**config.mk**
```make
export PLATFORM = sky130hd
export DESIGN_NAME = gpio_bitset_port
export DESIGN_NICKNAME = d
export VERILOG_FILES = /design/src/rtl/gpio_bitset_pkg.sv /design/src/rtl/gpio_pin_sync.sv /design/src/rtl/gpio_port_regs.sv /design/src/rtl/gpio_bitset_seq.sv /design/src/rtl/gpio_bitset_port.sv
export SDC_FILE = /design/constraint.sdc
export NUM_CORES = 1
export LEC_CHECK = 0
export ABC_CLOCK_PERIOD_IN_PS = 3100
export BUFFER_PORTS_ARGS = -buffer_cell sky130_fd_sc_hd__buf_2
export CAP_MARGIN = 30
export CELL_PAD_IN_SITES_DETAIL_PLACEMENT = 1
export CELL_PAD_IN_SITES_GLOBAL_PLACEMENT = 1
export CORE_MARGIN = 5
export CORE_UTILIZATION = 45
export DETAILED_ROUTE_END_ITERATION = 10
export GPL_TIMING_DRIVEN = 0
export HOLD_SLACK_MARGIN = 0.15
export PLACE_DENSITY = 0.89
export SKIP_CTS_REPAIR_TIMING = 1
export SLEW_MARGIN = 15
export SYNTH_ARGS = -nofsm -noshare
export SYNTH_HDL_FRONTEND = slang
export SYNTH_SLANG_ARGS = --single-unit
```
**constraint.sdc**
```tcl
create_clock -name clk_i -period 3.1 [get_ports clk_i]
set_input_delay 0.31 -clock clk_i [delete_from_list [all_inputs] [get_ports clk_i]]
set_output_delay 0.31 -clock clk_i [all_outputs]
set_load 0.005 [all_outputs]
```
**src/rtl/gpio_bitset_pkg.sv**
```systemverilog
package gpio_bitset_pkg;
  typedef enum logic [1:0] {
    SEQ_IDLE   = 2'd0,
    SEQ_READ   = 2'd1,
    SEQ_MODIFY = 2'd2,
    SEQ_WRITE  = 2'd3
  } seq_state_e;

  localparam logic REG_DATA = 1'b0;
  localparam logic REG_DIR  = 1'b1;
endpackage

```
**src/rtl/gpio_pin_sync.sv**
```systemverilog
module gpio_pin_sync #(
  parameter int WIDTH  = 8,
  parameter int STAGES = 2
) (
  input  logic             clk_i,
  input  logic             rst_ni,
  input  logic [WIDTH-1:0] pin_i,
  output logic [WIDTH-1:0] pin_sync_o
);
  for (genvar b = 0; b < WIDTH; b++) begin : g_bit
    logic [STAGES-1:0] chain_q;
    always_ff @(posedge clk_i or negedge rst_ni) begin
      if (!rst_ni) chain_q <= '0;
      else         chain_q <= {chain_q[STAGES-2:0], pin_i[b]};
    end
    assign pin_sync_o[b] = chain_q[STAGES-1];
  end
endmodule

```
**src/rtl/gpio_port_regs.sv**
```systemverilog
module gpio_port_regs
  import gpio_bitset_pkg::*;
#(
  parameter int WIDTH = 8
) (
  input  logic             clk_i,
  input  logic             rst_ni,
  input  logic             bus_req_i,
  input  logic             bus_we_i,
  input  logic             bus_addr_i,
  input  logic [WIDTH-1:0] bus_wdata_i,
  input  logic             bus_ready_i,
  input  logic             seq_wr_i,
  input  logic [WIDTH-1:0] seq_wdata_i,
  input  logic [WIDTH-1:0] pin_sync_i,
  output logic [WIDTH-1:0] dir_o,
  output logic [WIDTH-1:0] latch_o,
  output logic [WIDTH-1:0] composite_o,
  output logic [WIDTH-1:0] rdata_o,
  output logic             rvalid_o
);
  logic [WIDTH-1:0] dir_q, latch_q, rdata_q;
  logic             rvalid_q;
  logic             wr_dir, wr_data, rd_req;

  assign wr_dir  = bus_req_i && bus_we_i && (bus_addr_i == REG_DIR);
  assign wr_data = bus_req_i && bus_we_i && (bus_addr_i == REG_DATA) && bus_ready_i;
  assign rd_req  = bus_req_i && !bus_we_i;

  // per-bit source select: latch for outputs, synchronized pin for inputs
  for (genvar b = 0; b < WIDTH; b++) begin : g_mux
    assign composite_o[b] = dir_q[b] ? latch_q[b] : pin_sync_i[b];
  end

  always_ff @(posedge clk_i or negedge rst_ni) begin
    if (!rst_ni) begin
      dir_q <= '0;
    end else if (wr_dir) begin
      dir_q <= bus_wdata_i;
    end
  end

  // sequencer write-back and bus data write are exclusive via bus_ready_i
  always_ff @(posedge clk_i or negedge rst_ni) begin
    if (!rst_ni) begin
      latch_q <= '0;
    end else if (seq_wr_i) begin
      latch_q <= seq_wdata_i;
    end else if (wr_data) begin
      latch_q <= bus_wdata_i;
    end
  end

  always_ff @(posedge clk_i or negedge rst_ni) begin
    if (!rst_ni) begin
      rdata_q  <= '0;
      rvalid_q <= 1'b0;
    end else begin
      rvalid_q <= rd_req;
      if (rd_req) rdata_q <= (bus_addr_i == REG_DIR) ? dir_q : composite_o;
    end
  end

  assign dir_o    = dir_q;
  assign latch_o  = latch_q;
  assign rdata_o  = rdata_q;
  assign rvalid_o = rvalid_q;
endmodule

```
**src/rtl/gpio_bitset_seq.sv**
```systemverilog
module gpio_bitset_seq
  import gpio_bitset_pkg::*;
#(
  parameter int WIDTH = 8,
  localparam int IDX_W = $clog2(WIDTH)
) (
  input  logic             clk_i,
  input  logic             rst_ni,
  input  logic             cmd_valid_i,
  input  logic [IDX_W-1:0] cmd_bit_i,
  input  logic [WIDTH-1:0] composite_i,
  output logic             busy_o,
  output logic             done_o,
  output logic             wr_o,
  output logic [WIDTH-1:0] wdata_o,
  output logic [IDX_W-1:0] bit_o
);
  seq_state_e       state_q;
  logic [IDX_W-1:0] bit_q;
  logic [WIDTH-1:0] buf_q;

  always_ff @(posedge clk_i or negedge rst_ni) begin
    if (!rst_ni) begin
      state_q <= SEQ_IDLE;
      bit_q   <= '0;
      buf_q   <= '0;
    end else begin
      unique case (state_q)
        SEQ_IDLE: begin
          if (cmd_valid_i) begin
            bit_q   <= cmd_bit_i;
            state_q <= SEQ_READ;
          end
        end
        SEQ_READ: begin
          buf_q   <= composite_i;
          state_q <= SEQ_MODIFY;
        end
        SEQ_MODIFY: begin
          buf_q[bit_q] <= 1'b1;
          state_q      <= SEQ_WRITE;
        end
        SEQ_WRITE: state_q <= SEQ_IDLE;
        default:   state_q <= SEQ_IDLE;
      endcase
    end
  end

  assign busy_o  = (state_q != SEQ_IDLE);
  assign done_o  = (state_q == SEQ_WRITE);
  assign wr_o    = done_o;
  assign wdata_o = buf_q;
  assign bit_o   = bit_q;
endmodule

```
**src/rtl/gpio_bitset_port.sv**
```systemverilog
module gpio_bitset_port
  import gpio_bitset_pkg::*;
#(
  parameter int WIDTH       = 8,
  parameter int SYNC_STAGES = 2,
  localparam int IDX_W = $clog2(WIDTH)
) (
  input  logic             clk_i,
  input  logic             rst_ni,
  input  logic             bus_req_i,
  input  logic             bus_we_i,
  input  logic             bus_addr_i,
  input  logic [WIDTH-1:0] bus_wdata_i,
  output logic             bus_ready_o,
  output logic [WIDTH-1:0] bus_rdata_o,
  output logic             bus_rvalid_o,
  input  logic             cmd_valid_i,
  input  logic [IDX_W-1:0] cmd_bit_i,
  output logic             busy_o,
  output logic             done_o,
  input  logic [WIDTH-1:0] pin_i,
  output logic [WIDTH-1:0] pin_o,
  output logic [WIDTH-1:0] pin_oe_o
);
  logic [WIDTH-1:0] pin_sync, dir, latch, composite, seq_wdata;
  logic             seq_wr, seq_busy;
  logic [IDX_W-1:0] seq_bit;

  // hold data writes off while a set sequence is pending or running
  assign bus_ready_o = !(bus_we_i && (bus_addr_i == REG_DATA) && (seq_busy || cmd_valid_i));

  gpio_pin_sync #(.WIDTH(WIDTH), .STAGES(SYNC_STAGES)) u_sync (
    .clk_i, .rst_ni, .pin_i, .pin_sync_o(pin_sync)
  );

  gpio_port_regs #(.WIDTH(WIDTH)) u_regs (
    .clk_i, .rst_ni,
    .bus_req_i, .bus_we_i, .bus_addr_i, .bus_wdata_i,
    .bus_ready_i (bus_ready_o),
    .seq_wr_i    (seq_wr),
    .seq_wdata_i (seq_wdata),
    .pin_sync_i  (pin_sync),
    .dir_o       (dir),
    .latch_o     (latch),
    .composite_o (composite),
    .rdata_o     (bus_rdata_o),
    .rvalid_o    (bus_rvalid_o)
  );

  gpio_bitset_seq #(.WIDTH(WIDTH)) u_seq (
    .clk_i, .rst_ni, .cmd_valid_i, .cmd_bit_i,
    .composite_i (composite),
    .busy_o      (seq_busy),
    .done_o,
    .wr_o        (seq_wr),
    .wdata_o     (seq_wdata),
    .bit_o       (seq_bit)
  );

  assign busy_o   = seq_busy;
  assign pin_o    = latch;
  assign pin_oe_o = dir;
endmodule

```
# Word-level counts from Yosys, hierarchy flattened
# Index checks and enable logic that the tools add are counted.
totals:
  regBits: 54
  inputBits: 25
  out_inout_bits: 28
classes:
  n_lt_le_gt_ge: 2
  n_eq_ne: 4
  muxes: 16
  n_bitwise: 2
  reduce_logical: 16
ops:
  columns: ["cell", "count"]
  rows:
  - ["$mux W8", 3]
  - ["$pmux W8 S2", 1]
  - ["$mux W1", 9]
  - ["$logic_and A1 B1 Y1", 8]
  - ["$or A8 B8 Y8", 1]
  - ["$pmux W2 S4", 1]
  - ["$reduce_bool A2 Y1", 3]
  - ["$eq A2 B2 Y1 const B", 2]
  - ["$lt A3 B4 Y1 const B", 1]
  - ["$demux W1 S3", 1]
  - ["$ge A3 B1 Y1 const B", 1]
  - ["$eq A2 B1 Y1 const B", 1]
  - ["$logic_not A1 Y1", 2]
  - ["$logic_not A2 Y1", 1]
  - ["$mux W2", 1]
  - ["$ne A2 B2 Y1 const B", 1]
  - ["$reduce_and A2 Y1", 1]
  - ["$logic_or A1 B1 Y1", 1]
  - ["$not A1 Y1", 1]

# Logic depth before layout (Yosys ltp)
depth:
  word_depth: 7
  ltp_mapped: 7
  mapped_depth_nobuf: 5

# Modules after synthesis
# A second synthesis with hierarchy kept.
unflattened:
  cells_unflattened: 186
  hier_area_um2: 2371.0
modules_own_cells:
  columns: ["module", "instances", "cells_per_inst", "area_each_um2"]
  rows:
  - ["gpio_port_regs", 1, 97, 1197.4]
  - ["gpio_bitset_seq", 1, 63, 696.9]
  - ["gpio_pin_sync", 1, 24, 460.4]
  - ["gpio_bitset_port", 1, 2, 16.3]

# Worst setup path after synthesis
# Ideal clock, no wire load.
synth_timing:
  kind: "reg-to-reg"
  startpoint: "register u_seq.state_q[0]"
  endpoint: "register u_seq.buf_q[4] (netlist: u_seq.wdata_o[4])"
  setup_time_ns: 0.124
  t_arrival_ns: 1.357
  t_required_ns: 2.976
  slack_ns: 1.619
  path_stages_with_launch: 8
  period_less_slack_ns: 1.481
  cell_sequence: "dfrtp_1 > inv_1 > ha_1 > nor2b_1 > buf_4 > buf_6 > a211oi_2 > a21oi_2"
synth_between:
  elab_chain_len: 2
  word_cells_on_any_way: 4
synth_lines:
  columns: ["item", "line_no", "text"]
  rows:
  - ["start: declaration", "gpio_bitset_seq.sv:18", "seq_state_e state_q;"]
  - ["start signal: assignment", "gpio_bitset_seq.sv:24", "state_q <= SEQ_IDLE;"]
  - ["start signal: assignment", "gpio_bitset_seq.sv:32", "state_q <= SEQ_READ;"]
  - ["start signal: assignment", "gpio_bitset_seq.sv:37", "state_q <= SEQ_MODIFY;"]
  - ["$eq A2 B2 Y1 / $eq A2 B1 Y1 (equally long branches)", "gpio_bitset_seq.sv:28", "unique case (state_q)"]
  - ["$pmux W8 S2 / $reduce_bool A2 Y1 (equally long branches)", null, null]
  - ["end signal: assignment", "gpio_bitset_seq.sv:36", "buf_q <= composite_i;"]
  - ["end: declaration", "gpio_bitset_seq.sv:20", "logic [WIDTH-1:0] buf_q;"]
# Parallel ways exist; a longest one is shown, timed or not.
# A chain may end at the register's enable or synchronous reset.

# Final worst setup path
layout_timing:
  startpoint: "register u_seq.state_q[1]"
  endpoint: "output bus_ready_o"
layout_between:
  elab_chain_len: 4
layout_lines:
  columns: ["item", "line_no", "text"]
  rows:
  - ["$reduce_bool A2 Y1", "gpio_bitset_seq.sv:49", "assign busy_o = (state_q != SEQ_IDLE);"]
  - ["$logic_or A1 B1 Y1", "gpio_bitset_port.sv:30", "assign bus_ready_o = !(bus_we_i && (bus_addr_i == REG_DATA) && (seq_busy || cmd_valid_i));"]
  - ["$logic_and A1 B1 Y1", "gpio_bitset_port.sv:30", null]
  - ["$logic_not A1 Y1", "gpio_bitset_port.sv:30", null]
  - ["end: declaration", "gpio_bitset_port.sv:14", "output logic bus_ready_o,"]
# Every way passes these cells.

==> metrics <==
status complete, no violations; clock latency on the worst-skew pair ~0.31 ns; Seq/Total Area, Yosys 58.4%; Flop pwr share between 40 and 50%; Initial DRC Count about 120; maxcap violations 0; Final Wtd Congestion roughly 0.83; Syn Inst Count between 150 and 200; dpl cell area roughly 0.0027 mm²; layout cells sized above 1 between 30% and 40%; Layout area overhead 24.6%; Hold Crit Class primary input to flip-flop; synthesized flop and latch total 54; WS Path Type flip-flop to primary output; first-pass GRT wire length about 9.7 mm; Final Max Tran Viols 0; vias in the first global route roughly 1,900; largest net degree at the start of global routing 21; initial antenna violation count 0; Logic pwr share 39.4%; GRT Total Usage a little under 20%; top post-synthesis cells by area dfrtp_1 58%, mux2_2 5.8%, o21ai_0 3.7%; post-route DRC violation count 0; met3 usage under 10%; Post-Layout Inst Area approximately 0.0029 mm²; Num CTS Buffers 5; Slowest-stage cell, CP dfrtp_1; top cells by count, synth 54 x dfrtp_1, 17 x o21ai_0, 15 x a21oi_1, 12 x inv_1, 12 x mux2_2; IO buf count between 50 and 60; fraction of registers with async set/reset 100%; Starting Density 45.9%; Remaining Overflow, GRT 0; Post-Route WL about 6.2 mm; RSZ-0062 raised after global routing false; fin crit share roughly two thirds; Clock Sinks 54; EDFF count, synth 0; Die Area 0.00668 mm²; clock root cell clkbuf_8; Core ar. 0.00504 mm²; crit path DAT 1.74 ns; critical path endpoint category primary output; # rows 26; CP top delay family simple AND/OR/NAND/NOR gates; Vias between 1,500 and 2,000; Critical Path RT around 2.8 ns; sw frac 37.5%; Worst slew margin roughly 71%; GR Layer Usage met1 between 20% and 30%; critical path launch point type flip-flop; IO Pins between 50 and 60; drt pass-1 iters 4; slowest stage delay, CP roughly 0.43 ns; GRT Max-Usage Layer met2; n_diodes 0; leading cell type by number of instances after synthesis dfrtp_1; post-synthesis cell type count 30; min cycle time layout a little over 2 ns; Die Width about 82 µm; Max FO, Critical Path 4; Power Density approximately 830 mW/mm²; maximum VDD drop 0.438 mV; synthesized area 0.00231 mm²; Fin Hold WS around 0.23 ns; f_max about 500 MHz; area leader, netlist dfrtp_1; pre-CTS WS approximately 1.4 ns; Power Internal between 1 and 1.5 mW; Detail Placement HPWL between 4 and 5 mm; Post-DRT Antenna Nets 0; Syn Nets about 220; TritonCTS clock tree yes; Synth Flop Type dfrtp_1; clock power share between 15 and 20%; final hold violations 0; Die Ht 81.7 µm; Net Sw Power approximately 0.90 mW; Clock Skews between 0.008 and 0.009 ns; Final setup viols 0; Reg clk slew, reported paths around 0.09 ns; final net count just under 300; final setup TNS 0 ns; cells along the critical path inv_1 -> ha_1 -> and2b_1 -> or3b_1 -> buf_2; Buf/Inv on CP 2; Leak 1.33 nW; grt met2 use about 34%; htree depth 2; worst-case reg-to-reg path depth 7; Post-Syn Area per Cell approximately 12 µm²; Max clock buf depth 2; utilization after layout 57.2%; Worst Tran Pin Value approximately 0.44 ns; worst hold path cell count 2; WP depth 5; DR WL/cell between 15 and 20 µm; setup ws final around 1.0 ns; drt via density approximately 5.5; warnings from Yosys 0; top cell type's share of synthesized area roughly three fifths
[power groups by stage]
| stage | Combinational, mW | Clock, mW | Sequential, mW |
|---|---|---|---|
| detailed placement | 0.929 | 0 | 1.07 |
| CTS | 0.942 | 0.396 | 1.06 |
| global placement | 0.863 | 0 | 1.06 |
| global route | 1.05 | 0.425 | 1.09 |
| floorplan | 0.608 | 0 | 1.04 |
| finish | 0.943 | 0.385 | 1.06 |
[cell families (layout without fill, tap and decap cells)]
| logic type | after synthesis | after routing | synth area share (%) |
|---|---|---|---|
| AOI/OAI and AO/OA | 65 | 65 | 17.5 |
| DFF | 54 | 54 | 58.4 |
| and+or+nand+nor | 30 | 30 | 7.62 |
| buffers and inverters | 21 | 90 | 5.03 |
| muxes | 20 | 20 | 9.30 |
| adders and majority gates | 4 | 4 | 2.16 |
[cells in the final DEF (no fill, tap or decap), types with 2 or more instances in the layout]
| cell type | Yosys | routed |
|---|---|---|
| buf_6 | 3 | 3 |
| nand2_1 | 9 | 9 |
| nor2b_1 | 10 | 10 |
| o31a_1 | 8 | 8 |
| buf_2 | 2 | 53 |
| o21ai_1 | 7 | 7 |
| mux2_2 | 12 | 12 |
| dfrtp_1 | 54 | 54 |
| a21oi_2 | 2 | 2 |
| o21ai_0 | 17 | 17 |
| buf_16 | 0 | 2 |
| a311oi_1 | 4 | 4 |
| a211oi_1 | 2 | 2 |
| a31oi_1 | 8 | 8 |
| mux2i_1 | 8 | 8 |
| and2b_1 | 3 | 3 |
| inv_1 | 12 | 12 |
| dlygate4sd3_1 | 0 | 9 |
| clkbuf_8 | 0 | 5 |
| a21oi_1 | 15 | 15 |
| ha_1 | 4 | 4 |
| buf_4 | 3 | 3 |
[final cells by class]
cell class / instances / area [µm²]
Buffer: 9 / 71.3
Timing Repair Buffer: 62 / 400
Clock inverter: 2 / 13.8
Multi-Input combinational cell: 119 / 847
Inverter: 12 / 45.0
Sequential cell: 54 / 1350
Tap cell: 70 / 87.6
Fill cell: 556 / 2160
Clock buffer: 5 / 68.8
[worst paths after layout]
path                            slack, ns                                  from                              endpoint
worst max register to register       1.33          u_seq.state_q[1]$_DFFE_PN0P_          u_seq.wdata_o[4]$_DFFE_PN0P_
worst min-delay path                 0.23                          cmd_bit_i[0]            u_seq.bit_o[0]$_DFFE_PN0P_
max in group asynchronous            2.00                                rst_ni  u_sync.g_bit[2].chain_q[1]$_DFF_PN0_
worst max-delay path                 1.05          u_seq.state_q[1]$_DFFE_PN0P_                           bus_ready_o
worst min register to register       0.35  u_sync.g_bit[6].chain_q[0]$_DFF_PN0_  u_sync.g_bit[6].chain_q[1]$_DFF_PN0_
min in group asynchronous            0.47                                rst_ni           u_regs.dir_o[7]$_DFFE_PN0P_
[metal layers]
layer  vias up  routed length [µm]
met3        12                 300
met2        55                3240
met4         0                 108
li1        827                   -
met1       925                2580
met5         -                   0
[through the flow]
stage / power (mW) / std cells
2_1_floorplan: 1.65 / 194
3_3_place_gp: 1.92 / 315
3_5_place_dp: 2.00 / 317
4_1_cts: 2.40 / 324
5_1_grt: 2.57 / 333
6_report: 2.39 / 333
[state kept, by name, summed over array words and instances (netlist names)]
| name | count |
|---|---|
| u_sync.g_bit.chain_q | 16 |
| u_regs.dir_o | 8 |
| u_regs.rvalid_o | 1 |
| u_seq.state_q | 2 |
| u_regs.latch_o | 8 |
| u_regs.rdata_o | 8 |
| u_seq.bit_o | 3 |
| u_seq.wdata_o | 8 |
(Power assumes the default switching activity.)
